===== src/rtl/sop_cell_pkg.sv =====
package sop_cell_pkg;
  // Encoding is {mode0, mode1}
  typedef enum logic [1:0] {
    MODE_RSVD   = 2'b00,
    MODE_REG    = 2'b01,
    MODE_SIMPLE = 2'b10,
    MODE_CPLX   = 2'b11
  } cell_mode_e;

  function automatic cell_mode_e decode_mode(input logic m0, input logic m1);
    return cell_mode_e'({m0, m1});
  endfunction
endpackage


===== src/rtl/sop_sum.sv =====
module sop_sum #(
  parameter int NUM_TERMS = 8
) (
  input  logic [NUM_TERMS-1:0] terms,
  output logic                 sum_all,
  output logic                 sum_less,
  output logic                 ctl_term
);
  localparam int LESS_W = NUM_TERMS - 1;
  logic [LESS_W:0] chain;

  // ripple OR over the data terms; the last term is also offered as a control term
  assign chain[0] = 1'b0;
  for (genvar i = 0; i < LESS_W; i++) begin : g_or
    assign chain[i+1] = chain[i] | terms[i];
  end

  assign sum_less = chain[LESS_W];
  assign ctl_term = terms[NUM_TERMS-1];
  assign sum_all  = sum_less | ctl_term;
endmodule


===== src/rtl/cell_reg.sv =====
module cell_reg (
  input  logic clk,
  input  logic rst,
  input  logic load,
  input  logic d,
  output logic q
);
  always_ff @(posedge clk) begin
    if (rst)       q <= 1'b0;
    else if (load) q <= d;
  end
endmodule


===== src/rtl/cell_route.sv =====
module cell_route
  import sop_cell_pkg::*;
(
  input  cell_mode_e mode,
  input  logic       pol_hi,
  input  logic       comb_sel,
  input  logic       sum_all,
  input  logic       sum_less,
  input  logic       ctl_term,
  input  logic       q,
  input  logic       oe_n_pin,
  input  logic       pin_in,
  input  logic       simple_nofb,
  input  logic       cplx_nofb,
  output logic       out_data,
  output logic       out_en,
  output logic       fb,
  output logic       load
);
  logic raw;

  always_comb begin
    raw  = 1'b0;
    out_en = 1'b0;
    fb   = 1'b0;
    unique case (mode)
      MODE_SIMPLE: begin
        raw    = sum_all;
        out_en = ~comb_sel;
        fb     = simple_nofb ? 1'b0 : pin_in;
      end
      MODE_CPLX: begin
        raw    = sum_less;
        out_en = ctl_term;
        fb     = cplx_nofb ? 1'b0 : pin_in;
      end
      MODE_REG: begin
        if (!comb_sel) begin
          raw    = q;
          out_en = ~oe_n_pin;
          fb     = q;
        end else begin
          raw    = sum_less;
          out_en = ctl_term;
          fb     = pin_in;
        end
      end
      default: begin
        raw    = 1'b0;
        out_en = 1'b0;
        fb     = 1'b0;
      end
    endcase
  end

  assign out_data = (mode == MODE_RSVD) ? 1'b0 : (pol_hi ? raw : ~raw);
  assign load     = (mode == MODE_REG) && !comb_sel;
endmodule


===== src/rtl/sop_out_cell.sv =====
module sop_out_cell
  import sop_cell_pkg::*;
#(
  parameter int NUM_TERMS     = 8,
  parameter int CELL_POS      = 0,
  parameter int SIMPLE_NOFB0  = 3,
  parameter int SIMPLE_NOFB1  = 4,
  parameter int COMPLEX_NOFB0 = 0,
  parameter int COMPLEX_NOFB1 = 7
) (
  input  logic                 clk,
  input  logic                 rst,
  input  logic                 g_mode0,
  input  logic                 g_mode1,
  input  logic                 pol_hi,
  input  logic                 comb_sel,
  input  logic [NUM_TERMS-1:0] terms,
  input  logic                 oe_n_pin,
  input  logic                 pin_in,
  output logic                 out_data,
  output logic                 out_en,
  output logic                 fb
);
  localparam logic SIMPLE_NOFB = (CELL_POS == SIMPLE_NOFB0) || (CELL_POS == SIMPLE_NOFB1);
  localparam logic CPLX_NOFB   = (CELL_POS == COMPLEX_NOFB0) || (CELL_POS == COMPLEX_NOFB1);

  cell_mode_e mode;
  logic sum_all, sum_less, ctl_term, q, load;

  assign mode = decode_mode(g_mode0, g_mode1);

  sop_sum #(.NUM_TERMS(NUM_TERMS)) u_sum (
    .terms(terms), .sum_all(sum_all), .sum_less(sum_less), .ctl_term(ctl_term)
  );

  cell_reg u_reg (
    .clk(clk), .rst(rst), .load(load), .d(sum_all), .q(q)
  );

  cell_route u_route (
    .mode(mode), .pol_hi(pol_hi), .comb_sel(comb_sel),
    .sum_all(sum_all), .sum_less(sum_less), .ctl_term(ctl_term),
    .q(q), .oe_n_pin(oe_n_pin), .pin_in(pin_in),
    .simple_nofb(SIMPLE_NOFB), .cplx_nofb(CPLX_NOFB),
    .out_data(out_data), .out_en(out_en), .fb(fb), .load(load)
  );
endmodule


===== config.mk =====
export PLATFORM = sky130hd
export DESIGN_NAME = sop_out_cell
export DESIGN_NICKNAME = d
export VERILOG_FILES = /design/src/rtl/sop_cell_pkg.sv /design/src/rtl/sop_sum.sv /design/src/rtl/cell_reg.sv /design/src/rtl/cell_route.sv /design/src/rtl/sop_out_cell.sv
export SDC_FILE = /design/constraint.sdc
export NUM_CORES = 1
export LEC_CHECK = 0
export ABC_AREA = 1
export CAP_MARGIN = 20
export CORE_AREA = 2 2 39 41
export DETAILED_ROUTE_END_ITERATION = 8
export DIE_AREA = 0 0 41 43
export DONT_BUFFER_PORTS = 1
export PLACE_DENSITY = 0.33
export SETUP_SLACK_MARGIN = 0.3
export SLEW_MARGIN = 5
export SYNTH_ARGS = -nofsm -noshare
export SYNTH_HDL_FRONTEND = slang
export SYNTH_SLANG_ARGS = --single-unit

===== constraint.sdc =====
create_clock -name clk -period 0.9 [get_ports clk]
set_input_delay 0.045 -clock clk [delete_from_list [all_inputs] [get_ports clk]]
set_output_delay 0.045 -clock clk [all_outputs]
set_load 0.1 [all_outputs]

==> results.yml <==
worst_hold_path:
  hold_end: "u_reg.q$_SDFFE_PP0P_"
  hold-path-cell-count: 3
  min_from: "rst"
  min_path_type: "primary input to flip-flop"
final_layout:
  antenna_cells: 0
  register_area_sq_um: 21.3
  fin_nets: 73
  largest_reg_flops: 1
  drive_gt1_frac: 0.725
  multi_input_area_sq_um: 313
  fill_cells: 145
  area_growth_pct: 133
  utilization: 0.385
  regMostFlops: "u_reg.q"
  final_area_sq_um: 533
  top_regs: "u_reg.q: 1 flops"
  finalNonFillerCells: 67
placed_design:
  pre_cts_ws_ns: -0.122
  dp.cells: 67
  dpl.hpwl_microns: 555
  port_buffers: 0
  place_congestion: 0.751
  place_area_sq_um: 423
power:
  ir_drop_uv: 227
  seq_power_share: 0.149
  power.internal_mw: 0.165
  power_frac_clock: 0
  power.total_mw: 0.328
  p_sw_mw: 0.163
  combPwrFrac: 0.851
  power_switching_share: 0.498
  power_density_nw_per_um2: 616
  p_leak_nw: 0.221
sta:
  setup_viol: 2
  maxSlewViolCount: 0
  min_period_over_period: 1.08
  fin_ws_ns: -0.0675
  period_needed_ns: 0.968
  max_slew_margin: 0.854
  fin_skew_ns: 0
  grt_setup_unrepaired: "yes"
  max_freq_mhz: 1030
  worst_slew_pin_slew_ns: 0.216
  finalHoldViolations: 0
synthesis:
  seq_area_frac_synth: 0.0874
  avgSynthCellArea_sq_um: 5.45
  syn_inst: 42
  yosys_warnings: 0
  synth_seq_cells: 1
  synth_cell_types: 12
  synth_nets: 62
  syn_area_sq_um: 229
grt:
  track_usage: 0.0859
  grt_max_degree: 4
  grt_overflow: 0
  grt_pass1_wl_microns: 1160
  antenna_found_initial: 0
  grt_pass1_vias: 314
floorplanning:
  placementRows: 14
  die_h_microns: 43
  io_pins: 19
  core_area_sq_um: 1380
  start_util: 0.165
  die-area_sq_um: 1760
  die_x_microns: 41
setup_path:
  crit_buf_inv: 2
  slowest_delay_ns: 0.18
  regToRegSetupSlack_ns: 0.21
  worstPathCellList: "inv_16 -> ha_4 -> nand2_2 -> nor2_2 -> nor2_4 -> nand3_2 -> nand2_2 -> nor2_4 -> buf_12"
  cp.arrival_ns: 0.92
  crit_type: "primary input to output pin"
  crit_family: "simple AND/OR/NAND/NOR gates"
  start_kind: "primary input"
  crit_fanout: 3
  crit_required_ns: 0.85
  r2r-end: "u_reg.q$_SDFFE_PP0P_"
  crit_slowest_cell: "buf_12"
  ff2ff_path_depth: 4
  reg2reg_from: "u_reg.q$_SDFFE_PP0P_"
  cp.depth: 9
  end_kind: "output pin"
clock_network:
  cts_setup_buffers: 0
  cts_hold_buf: 0
  clock_latency_ns: 0
  path_clk_slew_ns: 0
routing:
  drt_iter0_drc: 1
  firstDrtPassIters: 3
  viasPerCell: 4.18
  finalWirelength_microns: 641
  wl_per_cell_microns: 9.57
  drtAntennaViolNets: 0
  dr_total_vias: 280
  route.detailed.drc: 0
status:
  status: "finished with violations"
  violations: "setup timing"
flow_run:
  cap_violations: 0
layout make-up:
type,instances,area share
multi-input combinational,31,0.587
timing repair buffer,9,0.211
inverter,10,0.124
sequential,1,0.0399
tap,16,0.0376
layer usage:
layer,part of all wire,vias up,track usage
met5,0,-,0
met3,0.051,0,0.0105
met2,0.63,5,0.181
met4,0,0,0
met1,0.32,128,0.0823
li1,-,147,-
how the worst max path moves through the flow:
stage	from	endpoint	slack, ns
after detailed placement	u_reg.q$_SDFFE_PP0P_	out_data	-0.12
final	g_mode0	out_data	-0.07
after floorplan	u_reg.q$_SDFFE_PP0P_	out_data	-0.27
after CTS	u_reg.q$_SDFFE_PP0P_	out_data	-0.09
after global placement	u_reg.q$_SDFFE_PP0P_	out_data	-0.10
after global routing	u_reg.q$_SDFFE_PP0P_	out_data	-0.12
kinds of logic (layout without fill, tap and decap cells):
kind of cell               after synthesis  count (layout)  synth area share
and+or+nand+nor                         19              19             0.328
buffers and inverters                   10              19             0.164
AOI/OAI and AO/OA                        8               8             0.202
adders and majority gates                4               4             0.219
DFF                                      1               1            0.0874
placed cells by master, fill, tap and decap left out, drive strengths merged:
| cell | instances |
|---|---|
| a21boi | 1 |
| a21oi | 3 |
| buf | 9 |
| dfxtp | 1 |
| ha | 4 |
| inv | 10 |
| nand2 | 8 |
| nand3 | 1 |
| nor2 | 10 |
| o21a | 1 |
| o21ai | 2 |
| o22ai | 1 |
metrics by stage:
step	hold slack [ns]	TNS, ns
final	0.193	-0.0951
after global routing	0.224	-0.186
after CTS	0.216	-0.115
after detailed placement	0.223	-0.209
after global placement	0.211	-0.176
after floorplan	0.206	-0.415
worst reg2reg max path: stages, from the launching register on:
cell and delay [ns]:
dfxtp_2 0.30, inv_2 0.04, a21oi_1 0.17, o21ai_2 0.07, inv_1 0.05
power by group through the flow:
stage / Clock, mW / Sequential (mW) / Combinational (mW)
global placement: 0 / 0.0482 / 0.240
CTS: 0 / 0.0490 / 0.261
global route: 0 / 0.0494 / 0.295
floorplan: 0 / 0.0481 / 0.166
detailed placement: 0 / 0.0481 / 0.242
finish: 0 / 0.0490 / 0.279
synthesized netlist by cell type, drive strengths merged:
cell	n	area, sq um
a21oi	3	15.0
o22ai	1	6.26
a21boi	1	7.51
dfxtp	1	20.0
o21a	1	7.51
ha	4	50.1
nand3	1	5.00
nor2	10	40.0
nand2	8	30.0
o21ai	2	10.0
inv	10	37.5
what timing repair did:
action / CTS / global route
pin swaps: 9 / 9
gates cloned: 0 / 0
resized for setup: 12 / 18
endpoints found under the setup margin: 4 / 4
No activity file was read; power rests on OpenSTA's default activity.
